===== src/rtl/dma_sel_pkg.sv =====
package dma_sel_pkg;
  localparam int CODE_W     = 4;
  localparam int NUM_CODES  = 1 << CODE_W;
  localparam int FIRST_EVT  = 2;
  localparam int NUM_EVT    = NUM_CODES - FIRST_EVT;
  localparam int NUM_XEVT   = 2;
  localparam int XEVT_FIRST = 5;
  localparam int BANK_BIT   = 6;
  localparam int STROBE_BIT = 7;

  localparam logic [CODE_W-1:0] CODE_PIN_FALL = 4'd0;
  localparam logic [CODE_W-1:0] CODE_SOFT     = 4'd1;
  localparam logic [CODE_W-1:0] XCODE_PIN_ANY = 4'd7;

  localparam logic [7:0] STORE_MASK = 8'h4F;

  typedef struct packed {
    logic              bank_ext;
    logic [CODE_W-1:0] code;
  } sel_t;
endpackage


===== src/rtl/dma_sel_regs.sv =====
module dma_sel_regs
  import dma_sel_pkg::*;
(
  input  logic       clk,
  input  logic       rst_n,
  input  logic       wr_en,
  input  logic [7:0] wdata,
  output logic [7:0] rdata,
  output sel_t       sel,
  output logic       soft_hit
);
  logic [7:0] ctrl_q;

  always_ff @(posedge clk or negedge rst_n) begin
    if (!rst_n)     ctrl_q <= '0;
    else if (wr_en) ctrl_q <= wdata & STORE_MASK;
  end

  assign rdata        = ctrl_q;
  assign sel.bank_ext = ctrl_q[BANK_BIT];
  assign sel.code     = ctrl_q[CODE_W-1:0];

  // the strobe is judged against the value being written, not the old one
  assign soft_hit = wr_en && wdata[STROBE_BIT] && !wdata[BANK_BIT]
                    && (wdata[CODE_W-1:0] == CODE_SOFT);
endmodule


===== src/rtl/dma_sel_pin_edge.sv =====
module dma_sel_pin_edge #(
  parameter int STAGES = 2
) (
  input  logic clk,
  input  logic rst_n,
  input  logic pin_n,
  output logic fall,
  output logic rise
);
  logic [STAGES-1:0] sync_q;
  logic              hist_q;

  generate
    for (genvar s = 0; s < STAGES; s++) begin : g_sync
      if (s == 0) begin : g_first
        always_ff @(posedge clk or negedge rst_n) begin
          if (!rst_n) sync_q[0] <= 1'b1;
          else        sync_q[0] <= pin_n;
        end
      end else begin : g_next
        always_ff @(posedge clk or negedge rst_n) begin
          if (!rst_n) sync_q[s] <= 1'b1;
          else        sync_q[s] <= sync_q[s-1];
        end
      end
    end
  endgenerate

  always_ff @(posedge clk or negedge rst_n) begin
    if (!rst_n) hist_q <= 1'b1;
    else        hist_q <= sync_q[STAGES-1];
  end

  assign fall = hist_q && !sync_q[STAGES-1];
  assign rise = !hist_q && sync_q[STAGES-1];
endmodule


===== src/rtl/dma_sel_mux.sv =====
module dma_sel_mux
  import dma_sel_pkg::*;
(
  input  sel_t                sel,
  input  logic [NUM_EVT-1:0]  evt_src,
  input  logic [NUM_XEVT-1:0] ext_evt,
  input  logic                pin_fall,
  input  logic                pin_rise,
  output logic                hit
);
  logic [CODE_W-1:0] evt_idx;
  logic              basic_hit;
  logic              ext_hit;
  logic [NUM_XEVT-1:0] xmatch;

  assign evt_idx = sel.code - CODE_W'(FIRST_EVT);

  always_comb begin
    if (sel.code == CODE_PIN_FALL)  basic_hit = pin_fall;
    else if (sel.code == CODE_SOFT) basic_hit = 1'b0;
    else                            basic_hit = evt_src[evt_idx];
  end

  generate
    for (genvar x = 0; x < NUM_XEVT; x++) begin : g_xev
      assign xmatch[x] = (sel.code == CODE_W'(XEVT_FIRST + x)) && ext_evt[x];
    end
  endgenerate

  assign ext_hit = (|xmatch) ||
                   ((sel.code == XCODE_PIN_ANY) && (pin_fall || pin_rise));

  assign hit = sel.bank_ext ? ext_hit : basic_hit;
endmodule


===== src/rtl/dma_req_select.sv =====
module dma_req_select
  import dma_sel_pkg::*;
#(
  parameter int SYNC_STAGES = 2
) (
  input  logic                clk,
  input  logic                rst_n,
  input  logic                reg_wr_en,
  input  logic [7:0]          reg_wdata,
  output logic [7:0]          reg_rdata,
  input  logic [NUM_EVT-1:0]  evt_src,
  input  logic [NUM_XEVT-1:0] ext_evt,
  input  logic                ext_pin_n,
  output logic                dma_req
);
  sel_t sel;
  logic soft_hit, sel_hit, pin_fall, pin_rise;

  dma_sel_regs u_regs (
    .clk(clk), .rst_n(rst_n), .wr_en(reg_wr_en), .wdata(reg_wdata),
    .rdata(reg_rdata), .sel(sel), .soft_hit(soft_hit)
  );

  dma_sel_pin_edge #(.STAGES(SYNC_STAGES)) u_pin (
    .clk(clk), .rst_n(rst_n), .pin_n(ext_pin_n), .fall(pin_fall), .rise(pin_rise)
  );

  dma_sel_mux u_mux (
    .sel(sel), .evt_src(evt_src), .ext_evt(ext_evt),
    .pin_fall(pin_fall), .pin_rise(pin_rise), .hit(sel_hit)
  );

  always_ff @(posedge clk or negedge rst_n) begin
    if (!rst_n) dma_req <= 1'b0;
    else        dma_req <= sel_hit || soft_hit;
  end
endmodule


===== config.mk =====
export PLATFORM = sky130hd
export DESIGN_NAME = dma_req_select
export DESIGN_NICKNAME = d
export VERILOG_FILES = /design/src/rtl/dma_sel_pkg.sv /design/src/rtl/dma_sel_regs.sv /design/src/rtl/dma_sel_pin_edge.sv /design/src/rtl/dma_sel_mux.sv /design/src/rtl/dma_req_select.sv
export SDC_FILE = /design/constraint.sdc
export NUM_CORES = 1
export LEC_CHECK = 0
export BUFFER_PORTS_ARGS = -buffer_cell sky130_fd_sc_hd__buf_4
export CAP_MARGIN = 20
export CORE_MARGIN = 4
export CORE_UTILIZATION = 37
export CTS_BUF_LIST = sky130_fd_sc_hd__clkbuf_16
export CTS_CLUSTER_SIZE = 28
export DETAILED_ROUTE_END_ITERATION = 7
export PLACE_DENSITY_LB_ADDON = 0.3
export SETUP_SLACK_MARGIN = 0.2
export SLEW_MARGIN = 20
export SYNTH_ARGS = -nofsm -noshare
export SYNTH_HDL_FRONTEND = slang
export SYNTH_SLANG_ARGS = --single-unit

===== constraint.sdc =====
create_clock -name clk -period 1.4 [get_ports clk]
set_input_delay 0 -clock clk [delete_from_list [all_inputs] [get_ports clk]]
set_output_delay 0 -clock clk [all_outputs]
set_load 0.05 [all_outputs]

Word-level counts from Yosys, hierarchy flattened
Cells that the tools add are included.
- output and inout bits: 9
- word-level logic and storage cells: 33
- input port bits: 28
- flip-flop bits (word level): 9
- $add $sub $neg: 1
- mux-type cells: 5
- reduce and logical (&&, ||, !) cells: 16
- eq/ne operators: 5
- order comparisons: 1
- operators with widths (cell ; number):
    4-bit by 3-bit == test with 1-bit output, second input constant ; 3
    4-bit by 1-bit == test with 1-bit output, second input constant ; 2
    1-bit logical AND ; 8
    4-bit by 5-bit less-than comparator with 1-bit output, second input constant ; 1
    1-bit binary-select mux with 4-bit select ; 1
    4-bit logical NOT ; 1
    1-bit two-way mux ; 4
    4-bit by 2-bit subtractor with 4-bit output, second input constant ; 1
    1-bit logical NOT ; 3
    1-bit logical OR ; 3
    2-bit OR reduction ; 1

Longest topological paths before layout
Gate-level depths: netlist of run 1.
- depth in word-level cells: 7
- mapped depth: 7
- gate-level depth less buffers: 6

Modules after synthesis
From an unflattened synthesis of run 1, not the netlist that was laid out.
- cell total of the unflattened synthesis: 61
- area, all modules: 645.6 um^2
- by module, submodules not included (module ; cells an instance ; instances ; sequential area each (um^2) ; area each (um^2)):
    dma_sel_regs ; 23 ; 1 ; 125.1 ; 276.5
    dma_sel_mux ; 31 ; 1 ; 0.0 ; 244.0
    dma_sel_pin_edge ; 5 ; 1 ; 78.8 ; 93.8
    dma_req_select ; 2 ; 1 ; 25.0 ; 31.3

Worst setup path after synthesis of run 1
No wires, ideal clock.
- path type: register to register
- start: register u_regs.ctrl_q[1] (netlist: u_regs.rdata[1])
- end: register dma_req
- arrival: 1.726 ns
- buffers on the path: 1
- path slack: -0.456 ns
- library setup time: 0.130 ns
- clock period less this slack: 1.856 ns
- cell stages (with the launch flop): 7
- required time: 1.270 ns
- cell sequence: dfrtp_1 > buf_6 > inv_2 > ha_1 > mux4_2 > o211ai_1 > a31oi_1
- word-level cells in the longest chain between the ends: 7
- elaborated cells on any way between the ends: 17
- those cells by class: add/sub: 1; eq/ne: 4; mux: 5; reduce/logical: 7
- RTL lines (what ; line ; RTL):
    from (decl) ; dma_sel_regs.sv:12 ; logic [7:0] ctrl_q;
    from (signal assigned) ; dma_sel_regs.sv:16 ; else if (wr_en) ctrl_q <= wdata & STORE_MASK;
    4-bit by 2-bit subtractor with 4-bit output ; dma_sel_mux.sv:16 ; assign evt_idx = sel.code - CODE_W'(FIRST_EVT);
    1-bit binary-select mux with 4-bit select ; dma_sel_mux.sv:21 ; else basic_hit = evt_src[evt_idx];
    1-bit two-way mux (implied by the code) ; dma_sel_mux.sv:21 ;
    1-bit two-way mux ; dma_sel_mux.sv:20 ; else if (sel.code == CODE_SOFT) basic_hit = 1'b0;
    1-bit two-way mux ; dma_sel_mux.sv:19 ; if (sel.code == CODE_PIN_FALL) basic_hit = pin_fall;
    1-bit two-way mux * ; dma_sel_mux.sv:33 ; assign hit = sel.bank_ext ? ext_hit : basic_hit;
    1-bit logical OR * ; dma_req_select.sv:35 ; else dma_req <= sel_hit || soft_hit;
    to (signal assigned) ; dma_req_select.sv:35 ;
    to (decl) ; dma_req_select.sv:14 ; output logic dma_req
Mark *: on every way between the ends. The rest lies on a longest branch, timed or not. The select of a mux whose other input is x is not followed.
A chain may end at the register's enable or synchronous reset.

Worst setup path in the final report of run 1
- start: register u_pin.sync_q[1]
- end: register dma_req
- word-level cells in the longest chain between the ends: 7
- elaborated cells on any way between the ends: 9
- those cells by class: mux: 2; reduce/logical: 7
- RTL lines (what ; line ; RTL):
    from (decl) ; dma_sel_pin_edge.sv:10 ; logic [STAGES-1:0] sync_q;
    from (signal, indexed assignment) ; dma_sel_pin_edge.sv:23 ; else sync_q[s] <= sync_q[s-1];
    1-bit logical NOT ; dma_sel_pin_edge.sv:34 ; assign fall = hist_q && !sync_q[STAGES-1];
    1-bit logical AND ; dma_sel_pin_edge.sv:34 ;
    1-bit logical OR ; dma_sel_mux.sv:31 ; ((sel.code == XCODE_PIN_ANY) && (pin_fall || pin_rise));
    1-bit logical AND ; dma_sel_mux.sv:31 ;
    1-bit logical OR ; dma_sel_mux.sv:30 ; assign ext_hit = (|xmatch) ||
    1-bit two-way mux * ; dma_sel_mux.sv:33 ;
    1-bit logical OR * ; dma_req_select.sv:35 ;
Mark *: on every way between the ends. The rest lies on a longest branch, timed or not.

==> summary.md, run 1 <==
| Metric | Value |
|---|---|
| Outcome | finished with violations |
| Failing checks | hold timing, setup timing |
| DRC | 0 |
| Worst VDD drop | 0.000717 V |
| Largest net degree at the start of global routing | 10 |
| CORE AREA | 1540 um2 |
| Die Height | 48.7 um |
| # diodes | 0 |
| Yosys warnings | 0 |
| Fin. max-slew vios | 0 |
| Via total after detailed routing | 573 |
| Reg-to-Reg End | dma_req |
| Die W | 48.7 um |
| Routed WL | 1630 um |
| Worst R2R Setup Slack | -40 ps |
| TritonRoute pass-1 iters | 3 |
| Final Hold Violating Endpoints | 1 |
| Synth area leader | dfrtp_1 |
| Num CTS Buffers | 3 |
| Met3 WL | 58 um |
| Syn avg cell area | 10.6 um2 |
| Met2 WL | 919 um |
| Ys flop type | dfrtp_1 |
| Nets | 134 |
| Reg-to-reg startpoint | u_pin.sync_q[1] |
| Dpl ws | -122 ps |
| Synth async-reset ratio | 1.00 |
| Fmax | 693 MHz |
| I/O pins | 37 |
| Delay-heaviest family, CP | flip-flops |
| CTS Sinks | 9 |
| Crit end category | flip-flop |
| Final instance area | 1060 um2 |
| CTS tree | done |
| Cell depth of the worst min-delay path | 3 |
| Crit-path cells | inv_2, ha_4, and2_4, o31ai_4, a211oi_2, a31oi_1 |
| Critical path arrival | 1550 ps |
| Final GP Congestion | 0.686 |
| Vias in the first global route | 613 |
| First-pass GRT wire length | 2630 um |
| Fin crit period | 1440 ps |
| Final Power | 0.00119 W |
| Final antenna-violating net count | 0 |
| Period utilization | 1.03 |
| Hold Worst Slack | -0.449 ps |
| Cell variety after synth | 29 |
| CTS H-tree depth | 1 |
| Gr usage total | 0.137 |
| Synth top area share | 0.244 |
| Power per cell area | 1130 nW/um2 |
| Fillcell total | 121 |
| Register bit total from synthesis | 9 |
| Synth-to-layout area growth | 72.7% |
| Delay of the slowest critical-path stage | 530 ps |
| Top cells by count, synth | dfrtp_1 (6), nand2_1 (6), inv_1 (4) |
| Worst hold path startpoint | reg_wdata[1] |
| CP required | 1500 ps |
| Post-Synthesis Cells | 58 |
| CP Class | reg -> reg |
| Post-synthesis sequential area ratio | 0.373 |
| Metal-1 WL | 651 um |
| Clock Latency Late Sink | 230 ps |
| CP bufs+invs | 1 |
| Final worst slack | -43.7 ps |
| Initial antenna violation count | 0 |
| Per-cell routed wire length | 13.7 um |
| Cell area after synthesis | 614 um2 |
| Reg power frac | 0.259 |
| Critical path peak fanout | 2 |
| Via density | 4.82 |
| Worst-case hold path end point | u_regs.rdata[1] |
| Number of flops mapped to enable cells by yosys | 0 |
| Largest cells by area after synthesis | dfrtp_1 (24%), dfstp_2 (13%), mux4_2 (7.3%), buf_6 (5.5%), mux2i_1 (4.9%) |
| Clock tree buffer depth | 2 |
| Leakage | 0.499 nW |
| Total of max-cap violations | 0 |
| RSZ-0062 raised after global routing | yes |
| Number of DRC markers in iteration 0 | 4 |
| Starting Density | 0.399 |
| Row Count | 14 |
| # setup viols final | 1 |
| DP Area | 880 um2 |
| Pint | 0.000850 W |
| Logic pwr share | 0.327 |
| Port-buffer cells | 31 |
| Grt total ovfl | 0 |
| CP Launch Type | flip-flop |
| Clock share of power | 0.414 |
| Slowest library cell on the worst path | dfstp_2 |
| HP Class | in -> reg |
| Uppermost layer routed | met3 |
| Psw | 0.000344 W |
| Worst R2R Path Depth | 6 |
| CTS root buf | clkbuf_16 |
| Skew final | 1.26 ps |
| CTS clk-pin slew, worst paths | 40 ps |
| Share of post-route cells with drive strength above 1 | 0.612 |
| Die ar. | 2380 um2 |
| Sw frac | 0.288 |
[flip-flops by register name, summed over array words and instances (netlist names)]
signal        cells
u_regs.rdata      5
u_pin.sync_q      2
dma_req           1
u_pin.hist_q      1
[placed cells by master, fill, tap and decap left out, types with 2 or more instances in the layout]
| master | count |
|---|---|
| buf_4 | 40 |
| nand2_1 | 6 |
| dlygate4sd3_1 | 5 |
| inv_2 | 3 |
| mux2i_1 | 3 |
| inv_1 | 3 |
| conb_1 | 3 |
| clkbuf_16 | 3 |
| dfrtp_1 | 3 |
| dfstp_2 | 3 |
| dfrtp_2 | 3 |
| mux4_2 | 2 |
| nand2b_1 | 2 |
| a31oi_1 | 2 |
| nor2_1 | 2 |
| nor3_2 | 2 |
| a211oi_2 | 2 |
| mux2_1 | 2 |
| o21ai_1 | 2 |
| ha_4 | 2 |
[logic make-up after synthesis]
logic type / count (synthesis) / synth area share
other: 1 / 0.00610
AND/OR/NAND/NOR: 16 / 0.147
XOR/XNOR: 1 / 0.0143
AO/OA/AOI/OAI: 11 / 0.138
multiplexers: 7 / 0.159
adder cells (fa/ha/maj): 2 / 0.0407
flip-flops: 9 / 0.373
buffers and inverters: 11 / 0.122
[what timing repair did]
action / CTS / global route
pin swaps: 5 / 4
gates resized for setup: 4 / 3
cloned: 0 / 0
setup buffers: 1 / 2
setup endpoints to repair: 1 / 1
hold endpoints to repair: 13 / 0
hold buffers: 5 / 0
[tightest hold or removal path: stages]
cell,delay [ps]
buf_4,90
nand2_1,50
o21ai_1,60
[layer usage]
layer / vias up / track usage
met5: - / 0
li1: 288 / -
met3: 0 / 0.0307
met2: 12 / 0.241
met1: 273 / 0.171
met4: 0 / 0.0269
[layout make-up]
| type | instances | area [um2] | area share |
|---|---|---|---|
| clock inverters | 1 | 3.75 | 0.00354 |
| repair buffers | 45 | 350 | 0.330 |
| clock buffers | 3 | 75.1 | 0.0708 |
| well taps | 16 | 20.0 | 0.0189 |
| inverters | 5 | 18.8 | 0.0177 |
| flip-flops and latches | 9 | 233 | 0.219 |
| multi-input cells | 40 | 360 | 0.340 |
[how the worst max path moves through the flow]
stage,startpoint,to,slack [ps],depth (start not counted)
3_5_place_dp,u_pin.sync_q[1],dma_req,-120,6
3_3_place_gp,u_pin.sync_q[1],dma_req,-80,6
5_1_grt,u_regs.rdata[1],dma_req,-120,7
6_report,u_pin.sync_q[1],dma_req,-40,6
2_1_floorplan,u_regs.rdata[1],dma_req,-260,6
4_1_cts,u_pin.sync_q[1],dma_req,-120,6
[power groups by stage]
| stage | clock network, W | registers, W | logic, W |
|---|---|---|---|
| floorplan | 0 | 0.000380 | 0.000164 |
| global placement | 0 | 0.000312 | 0.000347 |
| detailed placement | 0 | 0.000313 | 0.000354 |
| CTS | 0.000503 | 0.000310 | 0.000375 |
| global route | 0.000514 | 0.000315 | 0.000424 |
| finish | 0.000494 | 0.000309 | 0.000391 |
[through the flow]
step,setup TNS (ps),utilization,cells
finish,-43.7,0.688,119
global route,-117,0.688,119
CTS,-118,0.672,117
detailed placement,-122,0.571,107
global placement,-77.1,0.571,107
floorplan,-257,-,60
(Power assumes the default switching activity.)
==> run 2: changes to the inputs <==
SKIP_CTS_REPAIR_TIMING = 1   (was not set)
==> run 2 against run 1 <==
Net effect:
- sequential cell count stayed put
- sequential share of layout area is 1.4 points higher
- largest cell class unchanged
- largest power group unchanged
- final area is 5.9% lower
- power is 1.9% lower
- register-to-register slack worse by 80 ps
- the flow still finishes with violations (hold timing, setup timing)
==> summary.md, run 2 (synthesis gave the netlist of run 1 again) <==
| Metric | Value |
|---|---|
| Num CTS Buffers | 3 (unchanged) |
| Metal-1 WL | 615 um (was 651 um) |
| Uppermost layer routed | met3 (unchanged) |
| Die ar. | 2380 um2 (unchanged) |
| Max reg flops | 5 (unchanged) |
| Fin crit period | 1530 ps (was 1440 ps) |
| Period utilization | 1.09 (was 1.03) |
| Synth-to-layout area growth | 62.5% (was 72.7%) |
| Skew final | 2.44 ps (was 1.26 ps) |
| Largest net degree at the start of global routing | 10 (unchanged) |
| CTS root buf | clkbuf_16 (unchanged) |
| Commonest non-fill, non-tap cell in the layout | buf_4 (unchanged) |
| # setup viols final | 1 (unchanged) |
| Dpl ws | -122 ps (unchanged) |
| Commonest non-fill, non-tap cells in the layout | buf_4 (37), nand2_1 (6), inv_1 (4) (was buf_4 (40), nand2_1 (6), dlygate4sd3_1 (5)) |
| Via density | 4.70 (was 4.82) |
| Hold Worst Slack | -4.30 ps (was -0.449 ps) |
| Via total after detailed routing | 531 (was 573) |
| CTS tree | done (unchanged) |
| Worst VDD drop | 0.000712 V (was 0.000717 V) |
| CTS Sinks | 9 (unchanged) |
| CORE AREA | 1540 um2 (unchanged) |
| HP Class | in -> reg (unchanged) |
| Final GP Congestion | 0.686 (unchanged) |
| I/O pins | 37 (unchanged) |
| First-pass GRT wire length | 2400 um (was 2630 um) |
| Starting Density | 0.399 (unchanged) |
| Row Count | 14 (unchanged) |
| Sw frac | 0.288 (about the same) |
| Met3 WL | 61 um (was 58 um) |
| Port-buffer cells | 31 (unchanged) |
| Grt total ovfl | 0 (unchanged) |
| Routed WL | 1500 um (was 1630 um) |
| DP Area | 880 um2 (unchanged) |
| Logic pwr share | 0.312 (was 0.327) |
| # diodes | 0 (unchanged) |
| Met2 WL | 826 um (was 919 um) |
| Clock tree buffer depth | 2 (unchanged) |
| Nets | 128 (was 134) |
| Critical path peak fanout | 2 (unchanged) |
| Outcome | finished with violations (unchanged) |
| TNS Setup | -128 ps (was -43.7 ps) |
| Die W | 48.7 um (unchanged) |
| Psw | 0.000337 W (was 0.000344 W) |
| Fin. max-slew vios | 0 (unchanged) |
| Final worst slack | -128 ps (was -43.7 ps) |
| Pint | 0.000834 W (was 0.000850 W) |
| Crit end category | flip-flop (unchanged) |
| Vias in the first global route | 581 (was 613) |
| Critical path arrival | 1680 ps (was 1550 ps) |
| Share of post-route cells with drive strength above 1 | 0.588 (was 0.612) |
| Fillcell total | 132 (was 121) |
| Final instance area | 998 um2 (was 1060 um2) |
| CP Class | reg -> reg (unchanged) |
| Reg power frac | 0.265 (was 0.259) |
| Fin util | 0.648 (was 0.688) |
| Per-cell routed wire length | 13.3 um (was 13.7 um) |
| CTS clk-pin slew, worst paths | 40 ps (about the same) |
| CTS H-tree depth | 1 (unchanged) |
| Die Height | 48.7 um (unchanged) |
| Initial antenna violation count | 0 (unchanged) |
| Total of max-cap violations | 0 (unchanged) |
| CP Launch Type | flip-flop (unchanged) |
| CP required | 1550 ps (was 1500 ps) |
| Clock Latency Late Sink | 230 ps (about the same) |
| Leakage | 0.471 nW (was 0.499 nW) |
| TritonRoute pass-1 iters | 2 (was 3) |
| Final antenna-violating net count | 0 (unchanged) |
| Gr usage total | 0.127 (was 0.137) |
| Clock share of power | 0.423 (was 0.414) |
| DRC | 0 (unchanged) |
| RSZ-0062 raised after global routing | yes (unchanged) |
| Final Hold Violating Endpoints | 3 (was 1) |
| Number of DRC markers in iteration 0 | 2 (was 4) |
| Power per cell area | 1170 nW/um2 (was 1130 nW/um2) |
| Fmax | 654 MHz (was 693 MHz) |
| Failing checks | hold timing, setup timing (unchanged) |
==> run 2: changes by cell type in the layout (fill, tap and decap cells not counted), sizes merged <==
cell | previous run | this run
dlygate4sd3 | 5 | 2
buf | 40 | 37
==> run 2: path summary, 6_finish.rpt <==
check                                        to  cells after the start  slack [ps]       startpoint
worst max register to register          dma_req                      6        -130  u_pin.sync_q[1]
worst max-delay path                    dma_req                      6        -130  u_pin.sync_q[1]
min in group asynchronous               dma_req                      2         130            rst_n
max in group asynchronous       u_pin.sync_q[1]                      2        1050            rst_n
worst min-delay path            u_regs.rdata[2]                      3          -4     reg_wdata[2]
worst min register to register  u_pin.sync_q[1]                      0         350  u_pin.sync_q[0]
==> run 2: layout make-up <==
cell class              instances  area [um2]  area share
inverters                       5        18.8      0.0188
clock buffers                   3        75.1      0.0752
well taps                      16        20.0      0.0201
repair buffers                 39         298       0.298
clock inverters                 1        3.75     0.00376
flip-flops and latches          9         233       0.233
multi-input cells              40         350       0.351
==> run 2: stage by stage <==
stage               instances  power (W)
finish                    113    0.00117
global route              113    0.00122
floorplan                  60   0.000544
CTS                       111    0.00117
detailed placement        107   0.000667
global placement          107   0.000660
==> run 2: metal layers <==
metal,vias to the layer above,GRT usage
met4,0,0.0269
met5,-,0
li1,278,-
met3,0,0.0307
met2,12,0.228
met1,241,0.150
==> run 2: power groups by stage <==
| stage | clock network, W | logic [W] | registers, W |
|---|---|---|---|
| 3_5_place_dp | 0 | 0.000354 | 0.000313 |
| 5_1_grt | 0.000515 | 0.000394 | 0.000316 |
| 6_report | 0.000496 | 0.000365 | 0.000310 |
| 2_1_floorplan | 0 | 0.000164 | 0.000380 |
| 3_3_place_gp | 0 | 0.000347 | 0.000312 |
| 4_1_cts | 0.000503 | 0.000355 | 0.000310 |
==> run 2: worst max-delay path: stages, from the launching register on <==
cell and delay (ps):
dfstp_2 530, inv_2 40, ha_4 220, and2_4 140, o31ai_4 260, a211oi_2 100, a31oi_1 150
